$ cat config.mk
export PLATFORM = sky130hd
export DESIGN_NAME = vsis_issue
export DESIGN_NICKNAME = d
export VERILOG_FILES = /design/src/rtl/vsis_pkg.sv /design/src/rtl/vsis_scoreboard.sv /design/src/rtl/vsis_vlen.sv /design/src/rtl/vsis_issue.sv
export SDC_FILE = /design/constraint.sdc
export NUM_CORES = 1
export LEC_CHECK = 0
export BUFFER_PORTS_ARGS = -buffer_cell sky130_fd_sc_hd__buf_2
export CAP_MARGIN = 20
export CORE_ASPECT_RATIO = 0.5
export CORE_MARGIN = 2
export CORE_UTILIZATION = 37
export CTS_CLUSTER_SIZE = 10
export DETAILED_ROUTE_END_ITERATION = 8
export PLACE_DENSITY = 0.58
export SLEW_MARGIN = 20
export SYNTH_ARGS = -nofsm -noshare
export SYNTH_HDL_FRONTEND = slang
export SYNTH_SLANG_ARGS = --single-unit
$ cat constraint.sdc
create_clock -name clk -period 5.87 [get_ports clk]
set_clock_uncertainty 0.2 [all_clocks]
set_input_delay 0.587 -clock clk [delete_from_list [all_inputs] [get_ports clk]]
set_output_delay 0.587 -clock clk [all_outputs]
set_load 0.01 [all_outputs]
$ cat src/rtl/vsis_pkg.sv
package vsis_pkg;
    typedef enum logic {
        ST_READY  = 1'b0,
        ST_VECRUN = 1'b1
    } iss_state_t;
endpackage

$ cat src/rtl/vsis_scoreboard.sv
module vsis_scoreboard #(
    parameter int NREG = 32,
    parameter int RW   = 5,
    parameter int CW   = 3
) (
    input  logic          clk,
    input  logic          rst_n,
    input  logic          set_en,
    input  logic [RW-1:0] set_dst,
    input  logic [RW-1:0] set_a,
    input  logic [RW-1:0] set_b,
    input  logic          wb_en,
    input  logic [RW-1:0] wb_reg,
    input  logic          rel_en,
    input  logic [RW-1:0] rel_a,
    input  logic [RW-1:0] rel_b,
    input  logic [RW-1:0] q_dst,
    input  logic [RW-1:0] q_a,
    input  logic [RW-1:0] q_b,
    output logic          raw_haz,
    output logic          waw_haz,
    output logic          war_haz,
    output logic          cnt_full
);
    localparam int CMAX = (1 << CW) - 1;

    logic [NREG-1:0] pend_eff;
    logic [CW-1:0]   cnt_eff [NREG];

    for (genvar g = 0; g < NREG; g++) begin : g_reg
        logic          pq;
        logic [CW-1:0] cq;
        logic [1:0]    dec;
        logic [1:0]    inc;

        assign dec = {1'b0, rel_en && (rel_a == RW'(g))} + {1'b0, rel_en && (rel_b == RW'(g))};
        assign inc = {1'b0, set_en && (set_a == RW'(g))} + {1'b0, set_en && (set_b == RW'(g))};
        assign pend_eff[g] = pq & ~(wb_en && (wb_reg == RW'(g)));
        assign cnt_eff[g]  = (cq > CW'(dec)) ? cq - CW'(dec) : '0;

        always_ff @(posedge clk) begin
            if (!rst_n) begin
                pq <= 1'b0;
                cq <= '0;
            end else begin
                pq <= pend_eff[g] | (set_en && (set_dst == RW'(g)));
                cq <= cnt_eff[g] + CW'(inc);
            end
        end
    end

    always_comb begin
        raw_haz  = pend_eff[q_a] | pend_eff[q_b];
        waw_haz  = pend_eff[q_dst];
        war_haz  = (cnt_eff[q_dst] != '0);
        cnt_full = (int'(cnt_eff[q_a]) > CMAX - 2) || (int'(cnt_eff[q_b]) > CMAX - 2);
    end
endmodule

$ cat src/rtl/vsis_vlen.sv
module vsis_vlen #(
    parameter int MAX_VL = 8,
    parameter int LW     = 4
) (
    input  logic          clk,
    input  logic          rst_n,
    input  logic          we,
    input  logic [LW-1:0] wdata,
    output logic [LW-1:0] len
);
    logic [LW-1:0] len_q;

    always_ff @(posedge clk) begin
        if (!rst_n)
            len_q <= LW'(MAX_VL);
        else if (we) begin
            if (int'(wdata) > MAX_VL) len_q <= LW'(MAX_VL);
            else if (wdata == '0)     len_q <= LW'(1);
            else                      len_q <= wdata;
        end
    end

    assign len = len_q;
endmodule

$ cat src/rtl/vsis_issue.sv
module vsis_issue #(
    parameter int NREG   = 32,
    parameter int MAX_VL = 8,
    parameter int RCNT_W = 3,
    parameter int RW     = $clog2(NREG),
    parameter int LW     = $clog2(MAX_VL + 1),
    parameter int EW     = $clog2(MAX_VL)
) (
    input  logic          clk,
    input  logic          rst_n,
    input  logic          in_valid,
    input  logic          in_vec,
    input  logic [RW-1:0] in_dst,
    input  logic [RW-1:0] in_src_a,
    input  logic [RW-1:0] in_src_b,
    input  logic          vl_we,
    input  logic [LW-1:0] vl_wdata,
    input  logic          wb_valid,
    input  logic [RW-1:0] wb_reg,
    input  logic          rel_valid,
    input  logic [RW-1:0] rel_a,
    input  logic [RW-1:0] rel_b,
    output logic          issue_valid,
    output logic          issue_vec,
    output logic [RW-1:0] issue_dst,
    output logic [RW-1:0] issue_src_a,
    output logic [RW-1:0] issue_src_b,
    output logic [EW-1:0] issue_elem,
    output logic          fetch_stall,
    output logic [LW-1:0] vl_len
);
    import vsis_pkg::*;

    iss_state_t    state_q, state_d;
    logic          raw_h, waw_h, war_h, full_h, hazard, accept;
    logic [RW-1:0] hold_dst, hold_a, hold_b;
    logic [EW-1:0] elem_q;
    logic [LW-1:0] len_q;
    logic          last_beat;

    vsis_scoreboard #(.NREG(NREG), .RW(RW), .CW(RCNT_W)) u_sb (
        .clk(clk), .rst_n(rst_n),
        .set_en(accept), .set_dst(in_dst), .set_a(in_src_a), .set_b(in_src_b),
        .wb_en(wb_valid), .wb_reg(wb_reg),
        .rel_en(rel_valid), .rel_a(rel_a), .rel_b(rel_b),
        .q_dst(in_dst), .q_a(in_src_a), .q_b(in_src_b),
        .raw_haz(raw_h), .waw_haz(waw_h), .war_haz(war_h), .cnt_full(full_h)
    );

    vsis_vlen #(.MAX_VL(MAX_VL), .LW(LW)) u_vl (
        .clk(clk), .rst_n(rst_n), .we(vl_we), .wdata(vl_wdata), .len(vl_len)
    );

    assign hazard    = raw_h | waw_h | war_h | full_h;
    assign accept    = (state_q == ST_READY) && in_valid && !hazard;
    assign last_beat = (elem_q == EW'(len_q - LW'(1)));

    // state register and datapath hold
    always_ff @(posedge clk) begin
        if (!rst_n) begin
            state_q  <= ST_READY;
            elem_q   <= '0;
            len_q    <= '0;
            hold_dst <= '0;
            hold_a   <= '0;
            hold_b   <= '0;
        end else begin
            state_q <= state_d;
            if (accept) begin
                hold_dst <= in_dst;
                hold_a   <= in_src_a;
                hold_b   <= in_src_b;
                len_q    <= vl_len;
                elem_q   <= EW'(1);
            end else if (state_q == ST_VECRUN) begin
                elem_q <= elem_q + EW'(1);
            end
        end
    end

    always_comb begin
        state_d = state_q;
        unique case (state_q)
            ST_READY:  if (accept && in_vec && (vl_len > LW'(1))) state_d = ST_VECRUN;
            ST_VECRUN: if (last_beat) state_d = ST_READY;
            default:   state_d = ST_READY;
        endcase
    end

    // outputs
    always_comb begin
        issue_valid = 1'b0;
        issue_vec   = 1'b0;
        issue_dst   = in_dst;
        issue_src_a = in_src_a;
        issue_src_b = in_src_b;
        issue_elem  = '0;
        fetch_stall = 1'b0;
        unique case (state_q)
            ST_READY: begin
                issue_valid = accept;
                issue_vec   = in_vec;
                fetch_stall = in_valid && !accept;
            end
            ST_VECRUN: begin
                issue_valid = 1'b1;
                issue_vec   = 1'b1;
                issue_dst   = hold_dst;
                issue_src_a = hold_a;
                issue_src_b = hold_b;
                issue_elem  = elem_q;
                fetch_stall = 1'b1;
            end
            default: ;
        endcase
    end
endmodule

# Word-level counts from Yosys, hierarchy flattened
# Cells that the tools add are included.
[totals] reg_bits=154 word_cells=807
[classes] bitwise_logic=105 n_eq_ne=187 n_mux=61 add_sub_neg=130 order_cmp=42 n_reduce_logical=210
[ops] operator="$eq 5x5->1 const B" n=96
[ops] operator="$eq 5x4->1 const B" n=48
[ops] operator="$logic_and 1x1->1" n=197
[ops] operator="$add 1x1->2" n=64
[ops] operator="$eq 5x3->1 const B" n=24
[ops] operator="$mux 3" n=39
[ops] operator="$add 3x2->3" n=32
[ops] operator="$gt 3x2->1" n=32
[ops] operator="$sub 3x2->3" n=32
[ops] operator="$eq 5x2->1 const B" n=12
[ops] operator="$bmux 3 s5" n=3
[ops] operator="$or 1x1->1" n=36
[ops] operator="$not 1->1" n=34
[ops] operator="$and 1x1->1" n=32
[ops] operator="$eq 5x1->1 const B" n=6
[ops] operator="$logic_not 5->1" n=6
[ops] operator="$ge 6x6->1 const B" n=3
[ops] operator="$lt 5x6->1 const B" n=3
[ops] operator="$not 5->6" n=3
[ops] operator="$bmux 1 s5" n=3
[ops] operator="$mux 5" n=3
[ops] operator="$mux 4" n=2
[ops] operator="$pmux 1 s2" n=4
[ops] operator="$mux 1" n=7
[ops] operator="other kinds (12)" n=14

# Depth between registers and ports, before layout
# Gate-level depths: netlist of the first run.
[depth] ltp_word=17 mapped_depth=25

# Hierarchy
# Synthesis of the first run repeated with hierarchy kept, for this count alone.
[unflattened] cells_unflattened=1722 hier_area_um2=14118.5
[by_module_without_submodules] mod="vsis_scoreboard" cells_per_inst=1573 seq_area_each_um2=2562.5 instances=1 area_each_um2=12714.7
[by_module_without_submodules] mod="vsis_issue" cells_per_inst=133 seq_area_each_um2=440.4 instances=1 area_each_um2=1237.4
[by_module_without_submodules] mod="vsis_vlen" cells_per_inst=16 seq_area_each_um2=80.1 instances=1 area_each_um2=166.4

# Worst setup path before layout of the first run
# Ideal clock, no wire load.
[synth_timing] path_kind="input-to-reg" start="input port rel_valid" end="register u_sb.g_reg[16].cq[2]" path_slack_ns=0.470 required_time_ns=5.542 setup_time_ns=0.128 arrival_time_ns=5.072 cell_stages=24 cell_sequence="clkbuf_1 -> nor2b_1 -> nand3b_1 -> nor3_1 -> ha_1 -> ha_1 -> inv_1 -> fa_1 -> o221ai_1 -> nand2_1 -> nor4b_1 -> nor4_1 -> a311oi_1 -> nand3b_1 -> a2111oi_0 -> buf_2 -> buf_2 -> nand3_1 -> fa_1 -> nand2b_1 -> xnor2_1 -> nor3_1 -> a21oi_1 -> nor2_1"
[synth_via] elab_chain_len=15 elab_cells_between_ends=213 classes_between="add/sub (66); order compare (34); mux (41); bitwise (2); reduce/logical (70)"
[synth_lines] item="start, declared" line="vsis_issue.sv:20" rtl="input logic rel_valid,"
[synth_lines] item="$logic_and 1x1->1" line="vsis_scoreboard.sv:36" rtl="assign dec = {1'b0, rel_en && (rel_a == RW'(g))} + {1'b0, rel_en && (rel_b == RW'(g))};"
[synth_lines] item="$add 1x1->2" line="vsis_scoreboard.sv:36"
[synth_lines] item="$sub 3x2->3 or $gt 3x2->1 (tied branches)" line="vsis_scoreboard.sv:39" rtl="assign cnt_eff[g] = (cq > CW'(dec)) ? cq - CW'(dec) : '0;"
[synth_lines] item="$mux 3" line="vsis_scoreboard.sv:39"
[synth_lines] item="$bmux 3 s5 (on tied branches)" line="vsis_scoreboard.sv:56, vsis_scoreboard.sv:55"
[synth_lines] item="$mux 3 (on tied branches) (2 in a row)" line="vsis_scoreboard.sv:56, vsis_scoreboard.sv:55"
[synth_lines] item="$gt 3x3->1 or $reduce_bool 3->1 (tied branches)" line="vsis_scoreboard.sv:56, vsis_scoreboard.sv:55"
[synth_lines] item="$logic_or 1x1->1 or $or 1x1->1 (tied branches)" line="vsis_scoreboard.sv:56, vsis_issue.sv:54"
[synth_lines] item="$or 1x1->1" line="vsis_issue.sv:54" rtl="assign hazard = raw_h | waw_h | war_h | full_h;"
[synth_lines] item="$logic_not 1->1" line="vsis_issue.sv:55" rtl="assign accept = (state_q == ST_READY) && in_valid && !hazard;"
[synth_lines] item="$logic_and 1x1->1" line="vsis_issue.sv:55"
[synth_lines] item="$logic_and 1x1->1" line="vsis_scoreboard.sv:37" rtl="assign inc = {1'b0, set_en && (set_a == RW'(g))} + {1'b0, set_en && (set_b == RW'(g))};"
[synth_lines] item="$add 1x1->2" line="vsis_scoreboard.sv:37"
[synth_lines] item="$add 3x2->3 *" line="vsis_scoreboard.sv:47" rtl="cq <= cnt_eff[g] + CW'(inc);"
[synth_lines] item="end signal, assigned" line="vsis_scoreboard.sv:47"
[synth_lines] item="end, declared" line="vsis_scoreboard.sv:32" rtl="logic [CW-1:0] cq;"
# Mark *: on every way between the ends. The rest lies on a longest branch, timed or not. The select of a mux whose other input is x is not followed.
# A chain may end at the register's enable or synchronous reset.

# Final worst setup path of the first run
[layout_timing] start="input port rel_valid" end="output port issue_valid"
[layout_via] elab_chain_len=13 elab_cells_between_ends=210 classes_between="add/sub (64); order compare (34); mux (42); bitwise (2); reduce/logical (68)"
[layout_lines] item="$logic_and 1x1->1" line="vsis_scoreboard.sv:36"
[layout_lines] item="$add 1x1->2" line="vsis_scoreboard.sv:36"
[layout_lines] item="$sub 3x2->3 or $gt 3x2->1 (tied branches)" line="vsis_scoreboard.sv:39"
[layout_lines] item="$mux 3" line="vsis_scoreboard.sv:39"
[layout_lines] item="$bmux 3 s5 (on tied branches)" line="vsis_scoreboard.sv:56, vsis_scoreboard.sv:55"
[layout_lines] item="$mux 3 (on tied branches) (2 in a row)" line="vsis_scoreboard.sv:56, vsis_scoreboard.sv:55"
[layout_lines] item="$gt 3x3->1 or $reduce_bool 3->1 (tied branches)" line="vsis_scoreboard.sv:56, vsis_scoreboard.sv:55"
[layout_lines] item="$logic_or 1x1->1 or $or 1x1->1 (tied branches)" line="vsis_scoreboard.sv:56, vsis_issue.sv:54"
[layout_lines] item="$or 1x1->1 *" line="vsis_issue.sv:54"
[layout_lines] item="$logic_not 1->1 *" line="vsis_issue.sv:55"
[layout_lines] item="$logic_and 1x1->1 *" line="vsis_issue.sv:55"
[layout_lines] item="$pmux 1 s2 *" line="vsis_issue.sv:99" rtl="unique case (state_q)"
[layout_lines] item="end, declared" line="vsis_issue.sv:23" rtl="output logic issue_valid,"
# Marked as above.

==> metrics.md, run 1 <==
| Metric | Value |
|---|---|
| Clock Latency Late Sink | `about 470 ps` |
| Worst Setup Start Kind | `input pin` |
| Worst-path fanout max | `10` |
| Sequential-to-total area share from yosys stat | `0.216` |
| Remaining antenna violation count | `0` |
| H-tree depth | `4` |
| Final estimated routing congestion in global placement | `about 1.0` |
| Layout cell share with drive strength beyond 1 | `0.170` |
| Largest net degree at the start of global routing | `76` |
| Synth warn | `0` |
| DR WL/cell | `21.9 microns` |
| Syn_area_per_cell | `7.67 sq um` |
| Pins Over Slew Limit | `0` |
| Boundary Pins | `between 60 and 70` |
| Area growth syn-to-layout | `19.1%` |
| Critical Path Sink Type | `output port` |
| CP max-delay cell | `fa_1` |
| CTS tree | `built` |
| Status | `completed` |
| Routing usage on met3 | `0.0843` |
| CTS root buf | `clkbuf_16` |
| DP HPWL | `about 44000 microns` |
| Power Density | `~170 nW/um^2` |
| CP dominant cell by count | `buf_4` |
| Setup TNS | `0 ps` |
| Synth unique cells | `75` |
| Die width | `282 microns` |
| Critical Path RT | `5080 ps` |
| DIE HEIGHT | `roughly 140 microns` |
| Post-layout minimum cycle time | `5650 ps` |
| Synthesized net count | `roughly 2100` |
| Final Hold Viols | `0` |
| Slew Limit Headroom | `0.343` |
| Hold crit path type | `input pin to flip-flop` |
| Peak Freq | `between 150 and 200 MHz` |
| Yosys reg bits | `around 150` |
| First-pass GRT wire length | `~85000 microns` |
| Least-Margin Pin Slew | `about 1000 ps` |
| Post-Synthesis Cells | `between 1500 and 2000` |
| Final WS setup | `225 ps` |
| Total CTS buffers | `17` |
| Total gr overflow | `0` |
| Synth Flop Type | `dfxtp_1` |
| Initial antenna violation count | `0` |
| Clock Tree Buf Depth | `2` |
| CP top delay family | `simple AND/OR/NAND/NOR gates` |
| Core Util, Final | `0.450` |
| Crit path kind | `input pin to output port` |
| Worst-path cell chain | `buf_2 -> nor2b_1 -> buf_4 -> nand3_1 -> nor3_1 -> buf_4 -> ha_1 -> ha_1 -> inv_1 -> fa_1 -> or2_2 -> o21ai_0 -> a21oi_1 -> o2111ai_1 -> nand4_1 -> o41ai_1 -> a2111oi_4 -> buf_4 -> buf_4 -> or2_1 -> buf_2` |
| Async SR Flop Fraction | `0` |
| Peak supply drop | `around 0.21 mV` |
| M2 GR Usage | `0.408` |
| Period utilisation layout | `0.962` |
| Data arrival, critical path | `between 4000 and 5000 ps` |
| Flop2flop setup slack | `roughly 1200 ps` |
| CP bufs+invs | `7` |
| Min Hold Slack | `around 170 ps` |
| Tot GR Track Use | `0.284` |
| GR peak layer | `met2` |
| Vias | `approximately 15000` |
| Max-cap check violation count | `0` |
| Number of global-route vias before repair | `between 10000 and 15000` |
| 1st-pass router iterations | `6` |
| Clock-pin slew on the worst setup and hold paths | `~80 ps` |
| Setup violators final | `0` |
| # clock sinks | `around 150` |
| Routed vias/inst | `slightly below 6` |
| Pleak | `~6.6 nW` |
| Mapped Area | `about 14000 sq um` |
| Std cell rows | `50` |
| Initial Util | `0.378` |
| Pre-CTS WS | `11.1 ps` |
| Final wirelength | `approximately 57000 microns` |
| Total core area | `around 38000 sq um` |
| Crit-path max cell delay | `about 400 ps` |
| Routing usage on met1 | `0.403` |
| Die area | `around 40000 sq um` |
| Nets | `2249` |
| Buffers on Ports | `65` |
| Drt drc | `0` |
| Ant. Diodes | `0` |
| Drt initial violations | `1743` |
| Number of synthesized flops with an enable pin | `0` |
==> registers in the layout, indices dropped and copies added, names as in the netlist <==
signal     cells
u_sb.g.cq     96
u_sb.g.pq     32
hold_a         5
hold_b         5
hold_dst       5
u_vl.len       4
elem_q         3
len_q          3
state_q        1
==> worst min-delay path, stage by stage <==
cell and delay [ps]:
buf_2 90, a21oi_1 60, nor2_1 80
==> final timing paths <==
check | start | end | cells past startpoint
max | rel_valid | issue_valid | 21
min | vl_wdata[1] | u_vl.len[1] | 3
max reg2reg | u_sb.g_reg[27].cq[0] | u_sb.g_reg[13].cq[2] | 19
min reg2reg | len_q[1] | len_q[1] | 2
==> kinds of logic (layout without fill, tap and decap cells) <==
family / after synthesis / count (layout) / share of synthesized area
AOI/OAI and AO/OA: 407 / 407 / 0.198
xor gates and xnor gates: 49 / 49 / 0.0301
adders and majority gates: 162 / 162 / 0.176
buffers and inverters: 230 / 428 / 0.0625
DFF: 154 / 154 / 0.216
muxes: 55 / 55 / 0.0450
and+or+nand+nor: 804 / 804 / 0.273
==> synthesized netlist by cell type (6+ instances only) <==
cell type | count | area share
o221ai_1 | 9 | 0.0055
o31ai_1 | 47 | 0.025
o32ai_1 | 9 | 0.0055
mux2i_1 | 36 | 0.025
o21a_1 | 22 | 0.012
xor2_1 | 6 | 0.0037
o21ai_1 | 7 | 0.0025
a21oi_1 | 35 | 0.012
nor3_1 | 63 | 0.022
dfxtp_1 | 154 | 0.22
a32o_1 | 8 | 0.0056
a21boi_0 | 13 | 0.0068
o21ai_0 | 101 | 0.035
nand2b_1 | 28 | 0.012
o22ai_1 | 13 | 0.0057
nand4_1 | 20 | 0.0088
mux2_2 | 13 | 0.010
inv_1 | 132 | 0.035
or3_1 | 12 | 0.0053
nor2b_1 | 43 | 0.019
nor2_1 | 257 | 0.068
mux4_2 | 6 | 0.0095
a31oi_1 | 11 | 0.0048
o211ai_1 | 25 | 0.013
a32oi_1 | 10 | 0.0061
ha_1 | 98 | 0.086
fa_1 | 64 | 0.090
xnor2_1 | 43 | 0.026
nand3b_1 | 25 | 0.013
buf_2 | 14 | 0.0049
nand4b_1 | 8 | 0.0049
clkbuf_1 | 77 | 0.020
nand3_1 | 79 | 0.028
a211oi_1 | 8 | 0.0042
nor3b_1 | 15 | 0.0079
o311ai_0 | 12 | 0.0074
a22oi_1 | 17 | 0.0089
and2_1 | 35 | 0.015
or2_2 | 26 | 0.011
nand2_1 | 171 | 0.045
==> power by group <==
part / total (mW) / internal (mW) / leakage, nW / switching [mW]
Clock: 1.21 / 0.647 / 0.293 / 0.561
Combinational: 0.552 / 0.183 / 5.02 / 0.369
Sequential: 1.07 / 1.06 / 1.24 / 0.00967
Total: 2.83 / 1.89 / 6.55 / 0.939
==> repair_timing <==
item,4_1_cts,5_1_grt
setup endpoints to repair,0,2
hold buffers,0,0
buffers inserted,0,0
gates resized for setup,0,4
==> layout by cell type, fill, tap and decap left out, types with 28 or more instances in the layout <==
cell | synthesis | final
ha_1 | 98 | 98
a21oi_1 | 35 | 35
buf_2 | 14 | 65
mux2i_1 | 36 | 36
nand2_1 | 171 | 171
nor3_1 | 63 | 63
nor2_1 | 257 | 257
xnor2_1 | 43 | 43
nand2b_1 | 28 | 28
fa_1 | 64 | 64
o31ai_1 | 47 | 46
nor2b_1 | 43 | 43
o21ai_0 | 101 | 100
dfxtp_1 | 154 | 154
inv_1 | 132 | 131
nand3_1 | 79 | 79
and2_1 | 35 | 35
buf_4 | 3 | 196
==> metal layers <==
layer,share of wire,wire length (microns)
met1,0.45,25300
met2,0.40,22900
met3,0.12,6680
met4,0.030,1710
met5,0,0
==> per-stage QoR <==
| stage | power, mW | cell area [sq um] | cells |
|---|---|---|---|
| 2_1_floorplan | 1.41 | 14300 | 1861 |
| 3_3_place_gp | 1.63 | 16400 | 2547 |
| 3_5_place_dp | 1.63 | 16400 | 2547 |
| 4_1_cts | 2.83 | 17000 | 2579 |
| 5_1_grt | 2.92 | 17000 | 2579 |
| 6_report | 2.83 | 17000 | 2579 |
==> layout make-up <==
| type | count | area, sq um |
|---|---|---|
| tap | 520 | 651 |
| timing repair buffer | 262 | 1820 |
| clock buffer | 18 | 429 |
| clock inverter | 14 | 180 |
| multi-input combinational | 1477 | 10300 |
| inverter | 134 | 505 |
| fill | 3778 | 20700 |
| sequential | 154 | 3080 |
(Power assumes the default switching activity.)
==> run 2: changes to the inputs <==
--- a/config.mk
+++ b/config.mk
@@ -8,11 +8,10 @@
 export BUFFER_PORTS_ARGS = -buffer_cell sky130_fd_sc_hd__buf_2
 export CAP_MARGIN = 20
 export CORE_ASPECT_RATIO = 0.5
-export CORE_MARGIN = 2
+export CORE_MARGIN = 10
 export CORE_UTILIZATION = 37
 export CTS_CLUSTER_SIZE = 10
 export DETAILED_ROUTE_END_ITERATION = 8
-export PLACE_DENSITY = 0.58
 export SLEW_MARGIN = 20
 export SYNTH_ARGS = -nofsm -noshare
 export SYNTH_HDL_FRONTEND = slang
==> constraint.sdc (replaced) <==
create_clock -name clk -period 5.87 [get_ports clk]
set_clock_uncertainty 0.2 [all_clocks]
set_input_delay 0 -clock clk [delete_from_list [all_inputs] [get_ports clk]]
set_output_delay 0 -clock clk [all_outputs]
set_load 0.01 [all_outputs]
==> run 2 against run 1 <==
Flip-flop and latch count unchanged. Via count shrank 2.4%. Global-route usage shrank 5.3 points. Combinational power decreased by 0.7%. Count of clock-buffer cells in the layout grew 1. Register-to-register slack worse by 280 ps. Wire length shrank 0.76%. Clock power shrank 3%. Critical path type is now input pin to flip-flop. Largest cell class unchanged.
==> metrics.md, run 2 (synthesis results as in run 1) <==
| Metric | Value |
|---|---|
| Nets | `around 2200` |
| Placed Instance Area | `roughly 15000 sq um` |
| Least-Margin Pin Slew | `between 900 and 1000 ps` |
| Worst-path fanout max | `36` |
| Largest net degree at the start of global routing | `66` |
| Core Util, Final | `0.434` |
| Resize count post-CTS | `0` |
| Placed Cells | `2408` |
| Clock Latency Late Sink | `approximately 470 ps` |
| Total gr overflow | `0` |
| Power Density | `roughly 170 nW/um^2` |
| CTS root buf | `clkbuf_16` |
| Crit-path max cell delay | `about 630 ps` |
| Crit path to | `hold_a[0]` |
| Final wirelength | `between 50000 and 60000 microns` |
| Drt initial violations | `1718` |
| Number of global-route vias before repair | `about 14000` |
| 1st-pass router iterations | `6` |
| H-tree depth | `4` |
| Die width | `just under 300 microns` |
| Post-layout power | `2.79 mW` |
| CP max-delay cell | `o21ai_0` |
| Clock Tree Buf Depth | `2` |
| First-pass GRT wire length | `roughly 86000 microns` |
| # clock sinks | `154` |
| Vias | `14600` |
| Stages on worst setup path | `19` |
| Crit path kind | `input pin to flip-flop` |
| Worst-path cell chain | `buf_2 -> nor2b_1 -> nand3_1 -> nor2_1 -> ha_1 -> inv_1 -> ha_1 -> nor2b_1 -> o21a_1 -> o21ai_0 -> nand3_1 -> o311ai_0 -> a31oi_1 -> nand3b_1 -> a2111oi_2 -> buf_4 -> buf_4 -> mux2i_1 -> dlygate4sd3_1` |
| DIE HEIGHT | `about 160 microns` |
| Hold crit path type | `input pin to flip-flop` |
| RSZ-0062 raised after global routing | `false` |
| Critical Path RT | `just over 6000 ps` |
| Biggest registers after layout | `u_sb.g.cq: 96 flops, u_sb.g.pq: 32 flops` |
| Drt drc | `0` |
| Path depth of the worst reg2reg path | `13` |
| Hold buffers post-CTS | `46` |
| WHS Path Cells | `6` |
| Slew Limit Headroom | `0.375` |
| Initial Util | `0.378` |
| Clock-pin slew on the worst setup and hold paths | `~70 ps` |
| DP HPWL | `42200 microns` |
| CP bufs+invs | `5` |
| Die area | `between 40000 and 50000 sq um` |
| CP top delay family | `buffers and inverters` |
| Setup violators final | `0` |
| Post-layout minimum cycle time | `~5200 ps` |
| Period utilisation layout | `0.881` |
| Tot GR Track Use | `0.230` |
| Peak supply drop | `0.164 mV` |
| CTS tree | `built` |
| Setup TNS | `0 ps` |
| Reg with most FFs | `u_sb.g.cq` |
| Pins Over Slew Limit | `0` |
| Layout fillers | `about 3800` |
| Reg area | `3080 sq um` |
| Total core area | `37700 sq um` |
| Buffers on Ports | `65` |
| Std cell rows | `50` |
| R2r endpoint | `hold_a[0]` |
| Cell Count, Final, Fillers Out | `around 2500` |
| Initial antenna violation count | `1` |
| Setup Fix Bufs, Post-CTS | `0` |
| Final Cell Area | `between 15000 and 20000 sq um` |
| Number of flip-flops in the largest register | `96` |
| Routed vias/inst | `about 5.9` |
| Critical Path Sink Type | `flip-flop` |
| Final Hold Viols | `0` |
| Worst Setup Start Kind | `input pin` |
| Most frequent cells in the layout | `nor2_1, nand2_1, dfxtp_1, inv_1, o21ai_0` |
| Remaining antenna violation count | `0` |
| Flop2flop setup slack | `approximately 950 ps` |
| Most common cell after layout, fill and taps aside | `nor2_1` |
| DR WL/cell | `roughly 23 microns` |
| Total CTS buffers | `17` |
| CP startpoint | `rel_valid` |
| Boundary Pins | `66` |
| Status | `completed` |
| Final WS setup | `698 ps` |
| Data arrival, critical path | `approximately 5400 ps` |
| Peak Freq | `just under 200 MHz` |
| Area of the multi-input gates | `a little over 10000 sq um` |
| Min Hold Slack | `between 30 and 40 ps` |
| Area growth syn-to-layout | `14.6%` |
| Pleak | `approximately 6.1 nW` |
| Worst r2r src | `u_sb.g_reg[25].cq[1]` |
| Pre-CTS WS | `approximately 400 ps` |
| Max-cap check violation count | `0` |
| Final estimated routing congestion in global placement | `roughly 1` |
| Layout cell share with drive strength beyond 1 | `0.108` |
run 2: changes by cell type in the layout (fill, tap and decap cells not counted), sizes merged:
cell	before	now
buf	262	123
bufinv	2	1
clkbuf	18	19
clkinv	3	2
clkinvlp	2	1
diode	0	1
dlygate4sd3	0	46
inv	141	143
run 2: how the worst min path moves through the flow:
stage / startpoint / slack (ps) / to
global route: wb_reg[0] / 80 / u_sb.g_reg[21].pq
global placement: vl_wdata[1] / 60 / u_vl.len[1]
floorplan: in_vec / -100 / issue_vec
detailed placement: vl_wdata[1] / 60 / u_vl.len[1]
finish: wb_reg[0] / 30 / u_sb.g_reg[21].pq
CTS: wb_reg[0] / 6 / u_sb.g_reg[21].pq
run 2: layout make-up:
cell class,instances,share of cell area
Clock buffer,19,0.0277
Inverter,134,0.0309
Tap cell,520,0.0398
Timing Repair Buffer,169,0.0746
Sequential cell,154,0.188
Multi-Input combinational cell,1477,0.630
Antenna cell,1,0.000153
Clock inverter,13,0.00864
run 2: per-layer routing:
metal | part of all wire | up-vias | GRT usage
met4 | 0.031 | 0 | 0.0796
met1 | 0.44 | 6918 | 0.317
li1 | - | 6784 | -
met2 | 0.42 | 783 | 0.339
met5 | 0 | - | 0
met3 | 0.11 | 128 | 0.0642
run 2: tightest hold or removal path: stages:
cell,delay (ps)
buf_2,110
nand2b_1,70
buf_4,200
o21a_1,170
nand2_1,50
o21ai_0,60
run 2: where the power goes:
group	internal, mW	leakage [nW]	total [mW]	switching, mW
logic	0.178	4.56	0.548	0.370
clock network	0.625	0.292	1.17	0.547
registers	1.06	1.24	1.07	0.00903
total	1.87	6.09	2.79	0.926
